$ cat config.mk
export PLATFORM = sky130hd
export DESIGN_NAME = drive_status
export DESIGN_NICKNAME = d
export VERILOG_FILES = /design/src/rtl/drive_status_pkg.sv /design/src/rtl/dsx_sync.sv /design/src/rtl/dsx_tick.sv /design/src/rtl/dsx_chg_flag.sv /design/src/rtl/dsx_ready.sv /design/src/rtl/drive_status.sv
export SDC_FILE = /design/constraint.sdc
export NUM_CORES = 1
export LEC_CHECK = 0
export BUFFER_PORTS_ARGS = -buffer_cell sky130_fd_sc_hd__buf_2
export CORE_ASPECT_RATIO = 1.25
export CORE_UTILIZATION = 45
export DETAILED_ROUTE_END_ITERATION = 12
export PLACE_DENSITY = 0.64
export SLEW_MARGIN = 20
export SYNTH_ARGS = -nofsm -noshare
export SYNTH_HDL_FRONTEND = slang
export SYNTH_SLANG_ARGS = --single-unit
$ cat constraint.sdc
create_clock -name clk -period 1.9 [get_ports clk]
set_input_delay 0 -clock clk [delete_from_list [all_inputs] [get_ports clk]]
set_output_delay 0 -clock clk [all_outputs]
set_load 0.05 [all_outputs]
$ cat src/rtl/drive_status_pkg.sv
// Shared types and helpers for the drive status block.
// Assumes: used only at elaboration time; holds no state.
package drive_status_pkg;

    // Source selected onto the shared status pin by the strap input
    typedef enum logic {
        PIN_SHOWS_CHANGE = 1'b0,
        PIN_SHOWS_READY  = 1'b1
    } pin_src_e;

    // Bits needed to hold the values 0..max_val (never less than one)
    function automatic int cnt_bits(input int max_val);
        return (max_val < 2) ? 1 : $clog2(max_val + 1);
    endfunction

endpackage

$ cat src/rtl/dsx_sync.sv
// Two-stage synchronizer for a bundle of asynchronous level inputs.
// Assumes: each bit is independent; no bus coherency is implied.
module dsx_sync #(
    parameter int               WIDTH    = 2,
    parameter logic [WIDTH-1:0] RST_VAL  = '0
) (
    input  logic             clk,
    input  logic             rst_n,
    input  logic [WIDTH-1:0] async_in,
    output logic [WIDTH-1:0] sync_out
);

    logic [WIDTH-1:0] stage_a;
    logic [WIDTH-1:0] stage_b;

    // Capture then retime every bit through two flops
    always_ff @(posedge clk) begin
        if (!rst_n) begin
            stage_a <= RST_VAL;
            stage_b <= RST_VAL;
        end else begin
            stage_a <= async_in;
            stage_b <= stage_a;
        end
    end

    assign sync_out = stage_b;

endmodule

$ cat src/rtl/dsx_tick.sv
// Microsecond tick prescaler: pulses tick for one clock every CLKS_PER_US clocks.
// Assumes: CLKS_PER_US >= 1; the first tick comes CLKS_PER_US clocks after reset.
module dsx_tick #(
    parameter int CLKS_PER_US = 100
) (
    input  logic clk,
    input  logic rst_n,
    output logic tick
);

    import drive_status_pkg::*;

    localparam int LAST = CLKS_PER_US - 1;
    localparam int CW   = cnt_bits(LAST);

    generate
        if (CLKS_PER_US <= 1) begin : g_passthru
            // Clock already runs at one microsecond per cycle
            assign tick = 1'b1;
        end else begin : g_count
            logic [CW-1:0] div_cnt;

            // Wrap the divider at the terminal count
            always_ff @(posedge clk) begin
                if (!rst_n) begin
                    div_cnt <= '0;
                end else if (div_cnt == CW'(LAST)) begin
                    div_cnt <= '0;
                end else begin
                    div_cnt <= div_cnt + 1'b1;
                end
            end

            assign tick = (div_cnt == CW'(LAST));
        end
    endgenerate

endmodule

$ cat src/rtl/dsx_chg_flag.sv
// Media-changed latch: set by reset or absent media, cleared by a selected step.
// Assumes: media_ok is already synchronized; step_n and sel_n are slow host
// levels held stable across several clocks, so one edge register is enough.
module dsx_chg_flag (
    input  logic clk,
    input  logic rst_n,
    input  logic media_ok,
    input  logic step_n,
    input  logic sel_n,
    output logic step_evt,
    output logic chg
);

    logic step_prev;

    // Remember the last sampled step level for edge detection
    always_ff @(posedge clk) begin
        if (!rst_n) begin
            step_prev <= 1'b1;
        end else begin
            step_prev <= step_n;
        end
    end

    // Trailing edge of the low step pulse while the drive is selected
    assign step_evt = step_n & ~step_prev & ~sel_n;

    // Absent media dominates; a selected step with media clears the flag
    always_ff @(posedge clk) begin
        if (!rst_n) begin
            chg <= 1'b1;
        end else if (!media_ok) begin
            chg <= 1'b1;
        end else if (step_evt) begin
            chg <= 1'b0;
        end
    end

endmodule

$ cat src/rtl/dsx_ready.sv
// Ready qualification: clamp timer, spin-up timer and index-seen latch.
// Assumes: media_ok and idx_s are synchronized; tick is a one-cycle pulse;
// the timers saturate at their limits and restart on motor-off or media loss.
module dsx_ready #(
    parameter int CLAMP_US = 250_000,
    parameter int READY_US = 505_000
) (
    input  logic clk,
    input  logic rst_n,
    input  logic tick,
    input  logic media_ok,
    input  logic motor_on,
    input  logic idx_s,
    output logic ready
);

    import drive_status_pkg::*;

    localparam int CLW = cnt_bits(CLAMP_US);
    localparam int RDW = cnt_bits(READY_US);

    logic [CLW-1:0] clamp_cnt;
    logic [RDW-1:0] spin_cnt;
    logic           idx_prev;
    logic           idx_fall;
    logic           idx_seen;
    logic           clamp_done;
    logic           spin_done;
    logic           run_ok;

    assign run_ok     = media_ok & motor_on;
    assign idx_fall   = idx_prev & ~idx_s;
    assign clamp_done = (clamp_cnt == CLW'(CLAMP_US));
    assign spin_done  = (spin_cnt == RDW'(READY_US));

    // Clamp settle time counted from media detection
    always_ff @(posedge clk) begin
        if (!rst_n || !media_ok) begin
            clamp_cnt <= '0;
        end else if (tick && !clamp_done) begin
            clamp_cnt <= clamp_cnt + 1'b1;
        end
    end

    // Spin-up delay counted while the motor request holds with media present
    always_ff @(posedge clk) begin
        if (!rst_n || !run_ok) begin
            spin_cnt <= '0;
        end else if (tick && !spin_done) begin
            spin_cnt <= spin_cnt + 1'b1;
        end
    end

    // Previous index level for falling-edge detection
    always_ff @(posedge clk) begin
        if (!rst_n) begin
            idx_prev <= 1'b1;
        end else begin
            idx_prev <= idx_s;
        end
    end

    // Latch that one revolution mark has passed since the motor request
    always_ff @(posedge clk) begin
        if (!rst_n || !run_ok) begin
            idx_seen <= 1'b0;
        end else if (idx_fall) begin
            idx_seen <= 1'b1;
        end
    end

    assign ready = clamp_done & spin_done & idx_seen;

endmodule

$ cat src/rtl/drive_status.sv
// Drive status top: synchronizes media and index, runs the prescaler, the
// changed-flag latch and ready qualification, and muxes one onto the shared pin.
// Assumes: all pins low-true; pin is open-drain, so 1 means released.
module drive_status #(
    parameter int CLKS_PER_US = 100,
    parameter int CLAMP_US    = 250_000,
    parameter int READY_US    = 505_000
) (
    input  logic clk,
    input  logic rst_n,
    input  logic media_in_n,
    input  logic motor_n,
    input  logic sel_n,
    input  logic step_n,
    input  logic index_n,
    input  logic strap_rdy,
    output logic stat_pin_n
);

    import drive_status_pkg::*;

    localparam int SYNC_W = 2;

    logic [SYNC_W-1:0] raw_bus;
    logic [SYNC_W-1:0] sync_bus;
    logic              media_ok;
    logic              idx_s;
    logic              tick;
    logic              step_evt;
    logic              chg;
    logic              ready;
    logic              shown;
    pin_src_e          pin_src;

    assign raw_bus  = {index_n, media_in_n};

    dsx_sync #(
        .WIDTH   (SYNC_W),
        .RST_VAL (2'b11)
    ) sync_i (
        .clk      (clk),
        .rst_n    (rst_n),
        .async_in (raw_bus),
        .sync_out (sync_bus)
    );

    assign media_ok = ~sync_bus[0];
    assign idx_s    = sync_bus[1];

    dsx_tick #(
        .CLKS_PER_US (CLKS_PER_US)
    ) tick_i (
        .clk   (clk),
        .rst_n (rst_n),
        .tick  (tick)
    );

    dsx_chg_flag chg_i (
        .clk      (clk),
        .rst_n    (rst_n),
        .media_ok (media_ok),
        .step_n   (step_n),
        .sel_n    (sel_n),
        .step_evt (step_evt),
        .chg      (chg)
    );

    dsx_ready #(
        .CLAMP_US (CLAMP_US),
        .READY_US (READY_US)
    ) rdy_i (
        .clk      (clk),
        .rst_n    (rst_n),
        .tick     (tick),
        .media_ok (media_ok),
        .motor_on (~motor_n),
        .idx_s    (idx_s),
        .ready    (ready)
    );

    assign pin_src = pin_src_e'(strap_rdy);

    // Pick the strapped status and gate it with select onto the open-drain pin
    always_comb begin
        shown      = (pin_src == PIN_SHOWS_READY) ? ready : chg;
        stat_pin_n = sel_n ? 1'b1 : ~shown;
    end

endmodule

==> implementation parameters, run 1 <==
Parameter                              Value

GRT
  Total Routing Usage GR    20.0%
  Wire length of the first global-routing pass    8680 um
  Number of global-route vias before repair    1993
  Antenna violations before repair    0
  Largest net degree at the start of global routing    19
  Residual overflow from global routing    0

Synthesis
  Area fraction in and, or, nand and nor cells after synthesis    approximately a third
  Combinational family with the most area after synthesis    simple AND/OR/NAND/NOR gates
  Number of register bits inferred by synthesis    52
  Async set-reset flop share out of synthesis    0%
  Complex-gate fraction of the synthesized area    8.44%
  Post-Synth Adder-Cell Area    around 2.6%
  Ys flop type    sky130_fd_sc_hd__dfxtp_1
  Sequential-to-total area share from yosys stat    43.1%
  Portion of synthesized cell area occupied by the leading cell type    a little over two fifths
  Multiplexer share of the synthesized area    0%
  Most instantiated cells after synthesis    52 x sky130_fd_sc_hd__dfxtp_1, 36 x sky130_fd_sc_hd__nor2_1, 21 x sky130_fd_sc_hd__nand2_1
  Leading cell type by number of instances after synthesis    sky130_fd_sc_hd__dfxtp_1
  Ys Warns    0
  Largest cells by area after synthesis    sky130_fd_sc_hd__dfxtp_1 43%, sky130_fd_sc_hd__xnor2_1 5.8%, sky130_fd_sc_hd__nor2_1 5.6%
  Cell type with the highest aggregate area in the netlist    sky130_fd_sc_hd__dfxtp_1
  Mean Syn Cell Area    8.54 sq um
  Netlist cell types    43
  Post-synthesis xor/xnor area fraction    10.1%
  Cell count after synthesis    283
  Synthesized netlist net count    296
  Post-synthesis cell area    between 2000 and 2500 sq um
  Number of enable flip-flop cells after synthesis    0

Run status
  Violations in the final reports    negative setup slack
  Run status    finished, violations left

Timing
  Setup violation total in the final timing report    1
  Max_slew headroom    71.1%
  Setup slack of the critical path after layout    -0.0236 ns
  F_max    520 MHz
  Minimum clock period    about 1.9 ns
  Unrepaired setup endpoints after global routing    yes
  Final count of pins violating max slew    0
  Period Utilization, post-route    101%
  Worst setup skew after layout    ~0.0063 ns
  Worst Max-Slew Pin Slew    between 0.4 and 0.5 ns
  Number of failing hold endpoints at the final stage    0

Floorplan
  Initial core utilization    47.2%
  Cell Rows    29
  Standard cell core area    a little over 5000 sq um
  Horizontal die dimension    67.6 um
  Ports    9
  Die span in y    83.9 um
  Die Outline Area    5670 sq um

Critical path
  Critical path peak fanout    3
  Chain of cells forming the critical path    or4bb_1 > nor3_2 > buf_4 > nand2_4 > o21ai_4 > nand2b_4 > buf_8
  Cell type of the slowest stage on the worst timing path    sky130_fd_sc_hd__or4bb_1
  Critical path data required time    1.90 ns
  Sort of element at the end of the critical path    output pin
  Buffers plus inverters on the worst setup path    2
  Startpoint kind of the worst setup timing path    flop
  Critical path data arrival time    1.92 ns
  Cell class contributing the biggest share of worst-path delay    simple AND/OR/NAND/NOR gates
  Setup CP Type    reg2out
  Critical path's largest stage delay    0.54 ns

Final layout
  Antenna cell count    0
  Fill cell count    between 400 and 500
  Area taken by flip-flops and latches    1050 sq um
  Final Core Density    59.6%
  Number of non-filler instances in the completed layout    392
  Proportion of layout cells with a drive suffix above 1    22.7%
  Area added between synthesis and finish    26.1%
  Area of combinational cells with multiple inputs    1390 sq um
  Area of all placed cells without fillers    ~3000 sq um
  Layout net count    342

Pwr
  Power density over the cells    633 nW/um^2
  Final total power    0.00193 W
  Static Leak    1.08 nW
  Max VDD drop    roughly 0.43 mV

Drt
  DRC violations left    0
  Count of TritonRoute iterations in the first routing pass    4
  Wire length reported by the detailed router    5190 um
  Number of nets with antenna violations after detailed routing    0
  Routed len/inst    13.2 um
  First DRT Iteration DRCs    84
  Via count of the routed design    2129
  Per-cell via count in the routed design    5.43

Placed design
  Final weighted congestion of routability-driven global placement    ~0.81
  Placement Cell Area    2720 sq um
  Hpwl dp    3570 um
  Number of placed cells counting well taps    373
  IO buf count    8

Flow run
  MaxCap Viol Count    0

Clock tree
  Buffer levels on the longest clock path    2
  Clock root buffer    sky130_fd_sc_hd__clkbuf_8
  TritonCTS clock tree    done
  Clock sink count    52
  Clock insertion delay at the later pin of the skew report    0.30 ns
  Clock-pin slew on the worst setup and hold paths    0.09 ns
  Num CTS Buffers    5
  CTS HTree Levels    2

Hold path
  Type of the worst min-delay path    in2out
[final timing paths]
check	start	slack (ns)	endpoint	cells past startpoint
worst min-delay path	sel_n	0.34	stat_pin_n	3
worst min register to register	sync_i.stage_a[0]	0.42	sync_i.sync_out[0]	1
worst max register to register	tick_i.g_count.div_cnt[0]	0.07	rdy_i.clamp_cnt[5]	6
worst max-delay path	rdy_i.clamp_cnt[9]	-0.02	stat_pin_n	7
[worst min-delay path, stage by stage]
cell and delay (ns):
sky130_fd_sc_hd__buf_2 0.09, sky130_fd_sc_hd__nand2b_4 0.11, sky130_fd_sc_hd__buf_8 0.13
[final cells by class]
class | count | area share [%]
inverters | 12 | 1.48
repair buffers | 49 | 12.5
multi-input cells | 209 | 45.5
flip-flops and latches | 52 | 34.5
clock inverters | 2 | 1.15
clock buffers | 6 | 2.38
well taps | 62 | 2.55
[stage by stage]
stage | TNS (ns) | hold slack, ns | worst slack [ns]
2_1_floorplan | 0 | 0.101 | 0.00819
3_3_place_gp | -0.0116 | 0.180 | -0.0116
3_5_place_dp | -0.221 | 0.187 | -0.0553
4_1_cts | -0.0284 | 0.339 | -0.0284
5_1_grt | -0.134 | 0.344 | -0.122
6_report | -0.0236 | 0.336 | -0.0236
[sequential cells by signal, summed over array words and instances (netlist names)]
signal	cells
chg_i.step_prev	1
chg_i.chg	1
tick_i.g_count.div_cnt	7
sync_i.sync_out	2
rdy_i.clamp_cnt	18
rdy_i.idx_prev	1
sync_i.stage_a	2
rdy_i.idx_seen	1
rdy_i.spin_cnt	19
[what timing repair did]
action,4_1_cts,5_1_grt
pin swaps,7,4
buffers inserted,2,0
endpoints found under the setup margin,6,14
endpoints found under the hold margin,8,0
hold buffers,9,0
gates resized for setup,16,16
[per-layer routing]
layer  global-route usage [%]  part of all wire [%]  vias to the layer above
met5                        0                     0                        -
met4                     8.12                   2.2                        0
met3                     4.92                   3.1                       10
met2                     34.2                    52                       27
met1                     22.7                    43                     1011
li1                         -                     -                     1081
[kinds of logic after synthesis]
kind of cell / count (synthesis)
buf+inv: 22
xor+xnor: 28
flops: 52
fa+ha+maj: 5
compound gates: 33
simple gates: 143
[where the power goes]
part | total, W | internal [W] | switching, W
combinational | 0.0000702 | 0.0000389 | 0.0000313
clock | 0.000752 | 0.000391 | 0.000361
sequential | 0.00111 | 0.00110 | 0.00000770
total | 0.00193 | 0.00153 | 0.000400
[cell usage in the layout, fill, tap and decap left out, types with 2 or more instances in the layout]
| cell | instances |
|---|---|
| sky130_fd_sc_hd__dfxtp_2 | 5 |
| sky130_fd_sc_hd__nand2b_1 | 8 |
| sky130_fd_sc_hd__o21ai_0 | 5 |
| sky130_fd_sc_hd__nor3_2 | 2 |
| sky130_fd_sc_hd__o31ai_1 | 3 |
| sky130_fd_sc_hd__buf_4 | 32 |
| sky130_fd_sc_hd__or4bb_1 | 2 |
| sky130_fd_sc_hd__xor2_1 | 12 |
| sky130_fd_sc_hd__nor2_1 | 36 |
| sky130_fd_sc_hd__nand4b_1 | 2 |
| sky130_fd_sc_hd__nand3_1 | 19 |
| sky130_fd_sc_hd__inv_1 | 11 |
| sky130_fd_sc_hd__dfxtp_1 | 46 |
| sky130_fd_sc_hd__dlygate4sd3_1 | 9 |
| sky130_fd_sc_hd__and4_1 | 2 |
| sky130_fd_sc_hd__a21o_1 | 2 |
| sky130_fd_sc_hd__ha_1 | 4 |
| sky130_fd_sc_hd__o211ai_1 | 2 |
| sky130_fd_sc_hd__clkbuf_8 | 5 |
| sky130_fd_sc_hd__and3_1 | 7 |
| sky130_fd_sc_hd__nand2_1 | 19 |
| sky130_fd_sc_hd__or3_1 | 2 |
| sky130_fd_sc_hd__nand2_4 | 2 |
| sky130_fd_sc_hd__buf_2 | 7 |
| sky130_fd_sc_hd__xnor2_1 | 16 |
| sky130_fd_sc_hd__or4_1 | 3 |
| sky130_fd_sc_hd__nand4_1 | 9 |
| sky130_fd_sc_hd__nor4_1 | 11 |
| sky130_fd_sc_hd__nor3_1 | 2 |
| sky130_fd_sc_hd__a21oi_1 | 13 |
(Power assumes the default switching activity.)
==> run 2, diff against run 1 <==
--- a/config.mk
+++ b/config.mk
@@ -7,9 +7,9 @@
 export LEC_CHECK = 0
 export BUFFER_PORTS_ARGS = -buffer_cell sky130_fd_sc_hd__buf_2
 export CORE_ASPECT_RATIO = 1.25
-export CORE_UTILIZATION = 45
+export CORE_UTILIZATION = 55
 export DETAILED_ROUTE_END_ITERATION = 12
-export PLACE_DENSITY = 0.64
+export PLACE_DENSITY = 0.76
 export SLEW_MARGIN = 20
 export SYNTH_ARGS = -nofsm -noshare
 export SYNTH_HDL_FRONTEND = slang
==> implementation parameters, run 2 (synthesis results as in run 1) <==
Parameter                              Value

Run status
  Run status    finished, violations left (unchanged)
  Violations in the final reports    negative setup slack (unchanged)

Drt
  Via count of the routed design    2110 (was 2129)
  Wire length reported by the detailed router    5420 um (was 5190 um)
  Count of TritonRoute iterations in the first routing pass    4 (unchanged)
  Number of nets with antenna violations after detailed routing    0 (unchanged)
  Routed len/inst    14.3 um (was 13.2 um)
  Per-cell via count in the routed design    5.55 (was 5.43)
  DRC violations left    0 (unchanged)
  First DRT Iteration DRCs    113 (was 84)

Timing
  Worst setup skew after layout    0.00609 ns (was 0.00626 ns)
  Max_slew headroom    61.6% (was 71.1%)
  Number of failing hold endpoints at the final stage    0 (unchanged)
  Worst Max-Slew Pin Slew    0.574 ns (was 0.432 ns)
  Setup violation total in the final timing report    1 (unchanged)
  Final count of pins violating max slew    0 (unchanged)
  Setup_tns    -0.0545 ns (was -0.0236 ns)
  F_max    512 MHz (was 520 MHz)
  Unrepaired setup endpoints after global routing    yes (unchanged)
  Period Utilization, post-route    103% (was 101%)
  Setup slack of the critical path after layout    -0.0545 ns (was -0.0236 ns)
  Minimum clock period    1.95 ns (was 1.92 ns)

Floorplan
  Initial core utilization    58.1% (was 47.2%)
  Cell Rows    26 (was 29)
  Die span in y    76.1 um (was 83.9 um)
  Die Outline Area    4670 sq um (was 5670 sq um)
  Ports    9 (unchanged)
  Standard cell core area    4160 sq um (was 5120 sq um)
  Horizontal die dimension    61.3 um (was 67.6 um)

Clock tree
  Clock-pin slew on the worst setup and hold paths    0.09 ns (about the same)
  TritonCTS clock tree    done (unchanged)
  Clock root buffer    sky130_fd_sc_hd__clkbuf_8 (unchanged)
  Num CTS Buffers    5 (unchanged)
  Clock insertion delay at the later pin of the skew report    0.30 ns (about the same)
  CTS HTree Levels    2 (unchanged)
  Buffer levels on the longest clock path    2 (unchanged)
  Clock sink count    52 (unchanged)

Pwr
  Gate power share    3.4% (was 3.6%)
  Final total power    0.00199 W (was 0.00193 W)
  Max VDD drop    0.578 mV (was 0.433 mV)
  Internal Power    0.00160 W (was 0.00153 W)
  Switching part of the total    19.7% (was 20.7%)
  Switch Pwr    0.000392 W (was 0.000400 W)
  Part of the total power dissipated in sequential elements    55.6% (was 57.4%)
  Power density over the cells    649 nW/um^2 (was 633 nW/um^2)
  Static Leak    1.07 nW (was 1.08 nW)
  Clock network fraction of total power    41.0% (was 39.0%)

Placed design
  Hpwl dp    3550 um (was 3570 um)
  IO buf count    8 (unchanged)
  Placement Cell Area    2670 sq um (was 2720 sq um)
  Final weighted congestion of routability-driven global placement    0.809 (was 0.808)

Critical path
  Critical path data arrival time    1.95 ns (was 1.92 ns)
  Reg2Reg Capture Point    rdy_i.spin_cnt[7] (was rdy_i.clamp_cnt[5])
  Buffers plus inverters on the worst setup path    2 (unchanged)
  RR Startpoint    rdy_i.spin_cnt[0] (was tick_i.g_count.div_cnt[0])
  Timing startpoint of the critical path    rdy_i.clamp_cnt[0] (was rdy_i.clamp_cnt[9])
  Startpoint kind of the worst setup timing path    flop (unchanged)
  Chain of cells forming the critical path    inv_2 > ha_1 > or4bb_4 > nor3_4 > nand2_2 > o21ai_2 > nand2b_2 > buf_8 (was or4bb_1 > nor3_2 > buf_4 > nand2_4 > o21ai_4 > nand2b_4 > buf_8)
  Cell type of the slowest stage on the worst timing path    sky130_fd_sc_hd__or4bb_4 (was sky130_fd_sc_hd__or4bb_1)
  Destination of the critical timing path    stat_pin_n (unchanged)
  Critical path's largest stage delay    0.47 ns (was 0.54 ns)
  Setup CP Type    reg2out (unchanged)
  Critical path peak fanout    2 (was 3)
  Critical path data required time    1.90 ns (about the same)
  Worst setup slack for register-to-register paths    0.06 ns (was 0.07 ns)
  Cell class contributing the biggest share of worst-path delay    simple AND/OR/NAND/NOR gates (unchanged)
  Sort of element at the end of the critical path    output pin (unchanged)
  Number of cells on the critical path    8 (was 7)
  Cell count of the worst reg-to-reg path    7 (was 6)

Final layout
  Area of combinational cells with multiple inputs    1460 sq um (was 1390 sq um)
  Layout net count    336 (was 342)
  Antenna cell count    0 (unchanged)
  Largest register FFs    19 (unchanged)
  Fill cell count    339 (was 455)
  Top flop regs    rdy_i.spin_cnt (19), rdy_i.clamp_cnt (18), tick_i.g_count.div_cnt (7) (unchanged)
  Most common library cell in the layout ignoring fill and taps    sky130_fd_sc_hd__dfxtp_1 (unchanged)
  Register name with the most flops    rdy_i.spin_cnt (unchanged)
  Area of all placed cells without fillers    3070 sq um (was 3050 sq um)
  Area taken by flip-flops and latches    1040 sq um (was 1050 sq um)
  Area added between synthesis and finish    27.1% (was 26.1%)
  Final Core Density    73.8% (was 59.6%)
  Proportion of layout cells with a drive suffix above 1    21.6% (was 22.7%)
  Commonest cells after routing, fill and taps aside    50 x sky130_fd_sc_hd__dfxtp_1, 36 x sky130_fd_sc_hd__nor2_1, 25 x sky130_fd_sc_hd__buf_4 (was 46 x sky130_fd_sc_hd__dfxtp_1, 36 x sky130_fd_sc_hd__nor2_1, 32 x sky130_fd_sc_hd__buf_4)

GRT
  Wire length of the first global-routing pass    8580 um (was 8680 um)
  Residual overflow from global routing    0 (unchanged)
  Antenna violations before repair    0 (unchanged)
  Largest net degree at the start of global routing    19 (unchanged)
  Number of global-route vias before repair    2027 (was 1993)
  Total Routing Usage GR    24.1% (was 20.0%)

Flow run
  MaxCap Viol Count    0 (unchanged)

Hold path
  Type of the worst min-delay path    in2out (unchanged)
run 2: final cells by class:
class	instances	share of cell area, %
Inverter	12	1.47
Clock inverter	1	0.978
Multi-Input combinational cell	210	47.5
Clock buffer	7	3.14
Sequential cell	52	34.0
Timing Repair Buffer	42	10.7
Tap cell	56	2.28
run 2: through the flow:
stage / hold slack (ns) / worst slack (ns) / instances
final: 0.350 / -0.0545 / 380
after global routing: 0.372 / -0.116 / 380
after CTS: 0.339 / -0.0217 / 378
after detailed placement: 0.196 / -0.0342 / 361
after global placement: 0.183 / 0.00737 / 361
after floorplan: 0.101 / 0.00819 / 283
run 2: power groups by stage:
stage | registers [W] | clock network (W) | logic (W)
3_5_place_dp | 0.00113 | 0 | 0.0000463
5_1_grt | 0.00111 | 0.000878 | 0.0000731
3_3_place_gp | 0.00113 | 0 | 0.0000454
2_1_floorplan | 0.00113 | 0 | 0.0000300
4_1_cts | 0.00111 | 0.000837 | 0.0000630
6_report | 0.00111 | 0.000818 | 0.0000674
run 2: layer usage:
layer | track usage (%) | up-vias | share of wire [%]
li1 | - | 1071 | -
met1 | 27.0 | 996 | 42
met2 | 42.3 | 29 | 54
met3 | 5.43 | 14 | 2.2
met4 | 9.55 | 0 | 2.3
met5 | 0 | - | 0
run 2: worst min-delay path by stage:
stage / slack (ns) / to / start / depth (start not counted)
finish: 0.35 / stat_pin_n / sel_n / 3
detailed placement: 0.20 / sync_i.stage_a[1] / index_n / 2
CTS: 0.34 / stat_pin_n / sel_n / 3
floorplan: 0.10 / sync_i.stage_a[0] / media_in_n / 1
global placement: 0.18 / sync_i.stage_a[0] / media_in_n / 2
global route: 0.37 / stat_pin_n / sel_n / 3
run 2: repair_timing:
action,in CTS,in global routing
endpoints found under the setup margin,8,22
hold buffers,9,0
setup buffers,0,1
endpoints found under the hold margin,8,0
resized for setup,10,23
pin swaps,4,1
cloned,0,1
run 2: tightest hold or removal path: cells and delay by family:
family / cells / cell delay (ns)
simple gates: 1 / 0.12
buf+inv: 2 / 0.23
==> run 3, diff against run 2 <==
--- a/config.mk
+++ b/config.mk
@@ -9,7 +9,7 @@
 export CORE_ASPECT_RATIO = 1.25
 export CORE_UTILIZATION = 55
 export DETAILED_ROUTE_END_ITERATION = 12
-export PLACE_DENSITY = 0.76
+export PLACE_DENSITY = 0.75
 export SLEW_MARGIN = 20
 export SYNTH_ARGS = -nofsm -noshare
 export SYNTH_HDL_FRONTEND = slang
==> implementation parameters, run 3 (synthesis results as in run 1) <==
Parameter                              Value

Final layout
  Area of combinational cells with multiple inputs    1440 sq um (was 1460 sq um)
  Register name with the most flops    rdy_i.spin_cnt (unchanged)
  Area added between synthesis and finish    25.8% (was 27.1%)
  Proportion of layout cells with a drive suffix above 1    24.2% (was 21.6%)
  Fill cell count    348 (was 339)
  Layout net count    338 (was 336)
  Top flop regs    rdy_i.spin_cnt (19), rdy_i.clamp_cnt (18), tick_i.g_count.div_cnt (7) (unchanged)
  Most common library cell in the layout ignoring fill and taps    sky130_fd_sc_hd__dfxtp_1 (unchanged)
  Commonest cells after routing, fill and taps aside    44 x sky130_fd_sc_hd__dfxtp_1, 36 x sky130_fd_sc_hd__nor2_1, 27 x sky130_fd_sc_hd__buf_4 (was 50 x sky130_fd_sc_hd__dfxtp_1, 36 x sky130_fd_sc_hd__nor2_1, 25 x sky130_fd_sc_hd__buf_4)
  Area taken by flip-flops and latches    1050 sq um (was 1040 sq um)
  Final Core Density    73.0% (was 73.8%)
  Area of all placed cells without fillers    3040 sq um (was 3070 sq um)
  Antenna cell count    0 (unchanged)
  Largest register FFs    19 (unchanged)

Placed design
  IO buf count    8 (unchanged)
  Placement Cell Area    2690 sq um (was 2670 sq um)
  Final weighted congestion of routability-driven global placement    0.833 (was 0.809)
  Hpwl dp    3570 um (was 3550 um)

Timing
  Minimum clock period    2.00 ns (was 1.95 ns)
  Number of failing hold endpoints at the final stage    0 (unchanged)
  Max_slew headroom    67.5% (was 61.6%)
  Final count of pins violating max slew    0 (unchanged)
  Unrepaired setup endpoints after global routing    yes (unchanged)
  F_max    501 MHz (was 512 MHz)
  Setup slack of the critical path after layout    -0.0980 ns (was -0.0545 ns)
  Setup_tns    -0.0980 ns (was -0.0545 ns)
  Setup violation total in the final timing report    1 (unchanged)
  Worst setup skew after layout    0.00912 ns (was 0.00609 ns)
  Period Utilization, post-route    105% (was 103%)
  Worst Max-Slew Pin Slew    0.487 ns (was 0.574 ns)

Floorplan
  Initial core utilization    58.1% (unchanged)
  Die span in y    76.1 um (unchanged)
  Die Outline Area    4670 sq um (unchanged)
  Standard cell core area    4160 sq um (unchanged)
  Horizontal die dimension    61.3 um (unchanged)
  Ports    9 (unchanged)
  Cell Rows    26 (unchanged)

GRT
  Wire length of the first global-routing pass    8630 um (was 8580 um)
  Largest net degree at the start of global routing    19 (unchanged)
  Total Routing Usage GR    24.1% (about the same)
  Antenna violations before repair    0 (unchanged)
  Residual overflow from global routing    0 (unchanged)
  Number of global-route vias before repair    2090 (was 2027)

Critical path
  Critical path data required time    1.90 ns (about the same)
  Sort of element at the end of the critical path    output pin (unchanged)
  Critical path data arrival time    2.00 ns (was 1.95 ns)
  Critical path peak fanout    3 (was 2)
  Setup CP Type    reg2out (unchanged)
  Startpoint kind of the worst setup timing path    flop (unchanged)

Flow run
  MaxCap Viol Count    0 (unchanged)

Clock tree
  Clock sink count    52 (unchanged)
  TritonCTS clock tree    done (unchanged)
  Clock root buffer    sky130_fd_sc_hd__clkbuf_8 (unchanged)
  Clock-pin slew on the worst setup and hold paths    0.10 ns (was 0.09 ns)
  CTS HTree Levels    2 (unchanged)
  Buffer levels on the longest clock path    2 (unchanged)
  Clock insertion delay at the later pin of the skew report    0.31 ns (was 0.30 ns)
  Num CTS Buffers    5 (unchanged)

Drt
  First DRT Iteration DRCs    85 (was 113)
  Via count of the routed design    2138 (was 2110)
  Wire length reported by the detailed router    5390 um (was 5420 um)
  Count of TritonRoute iterations in the first routing pass    4 (unchanged)
  Per-cell via count in the routed design    5.60 (was 5.55)
  Total routed wire length on the met1 layer    2260 um (was 2270 um)
  Routed len/inst    14.1 um (was 14.3 um)
  Detail Route met2 WL    2840 um (was 2910 um)
  Routed wire length on met3    150 um (was 117 um)
  Number of nets with antenna violations after detailed routing    0 (unchanged)
  Highest routed layer    met4 (unchanged)
  DRC violations left    0 (unchanged)

Hold path
  Type of the worst min-delay path    reg2reg (was in2out)

Run status
  Run status    finished, violations left (unchanged)
  Violations in the final reports    negative setup slack (unchanged)

Pwr
  Final total power    0.00184 W (was 0.00199 W)
  Static Leak    1.04 nW (was 1.07 nW)
  Power density over the cells    604 nW/um^2 (was 649 nW/um^2)
  Max VDD drop    0.485 mV (was 0.578 mV)
-- run 3: power by group --
part / internal (W) / total, W / switching (W) / leakage, nW
clock: 0.000295 / 0.000661 / 0.000365 / 0.0434
combinational: 0.0000369 / 0.0000679 / 0.0000310 / 0.576
sequential: 0.00110 / 0.00111 / 0.00000764 / 0.424
-- run 3: critical path, cell delays in order, from the launching register on --
cell                       delay, ns
sky130_fd_sc_hd__dfxtp_2        0.33
sky130_fd_sc_hd__inv_2          0.06
sky130_fd_sc_hd__ha_4           0.11
sky130_fd_sc_hd__or4bb_1        0.41
sky130_fd_sc_hd__nor3_2         0.24
sky130_fd_sc_hd__nand2_2        0.11
sky130_fd_sc_hd__o21ai_2        0.20
sky130_fd_sc_hd__nand2b_4       0.08
sky130_fd_sc_hd__buf_8          0.15
-- run 3: layout make-up --
class	count	share of cell area, %
tap	56	2.30
clock buffer	6	2.71
clock inverter	2	0.494
sequential	52	34.6
multi-input combinational	210	47.2
inverter	12	1.48
timing repair buffer	44	11.3
-- run 3: metrics by stage --
stage | setup WS (ns) | cells | hold slack [ns]
after floorplan | 0.00819 | 283 | 0.101
after global placement | 0.0704 | 363 | 0.189
after detailed placement | 0.0168 | 363 | 0.197
after CTS | -0.0476 | 381 | 0.428
after global routing | -0.181 | 382 | 0.440
final | -0.0980 | 382 | 0.427
-- run 3: timing repair --
item	4_1_cts	5_1_grt
hold buffers	9	0
gates resized for setup	18	22
pin swaps	6	2
gates cloned	0	1
endpoints found under the setup margin	5	18
hold endpoints to repair	9	0
buffers inserted	1	0
-- run 3: final timing paths --
check | from | cells past startpoint | slack (ns) | endpoint
worst max register to register | rdy_i.spin_cnt[0] | 7 | 0.05 | rdy_i.spin_cnt[8]
worst min-delay path | sync_i.stage_a[1] | 1 | 0.43 | sync_i.sync_out[1]
worst max-delay path | rdy_i.clamp_cnt[1] | 8 | -0.1 | stat_pin_n
worst min register to register | sync_i.stage_a[1] | 1 | 0.43 | sync_i.sync_out[1]
-- run 3: routing by layer --
layer | vias to the layer above | global-route usage [%]
li1 | 1074 | -
met4 | 0 | 9.55
met3 | 13 | 3.57
met1 | 1009 | 27.6
met5 | - | 0
met2 | 42 | 42.6
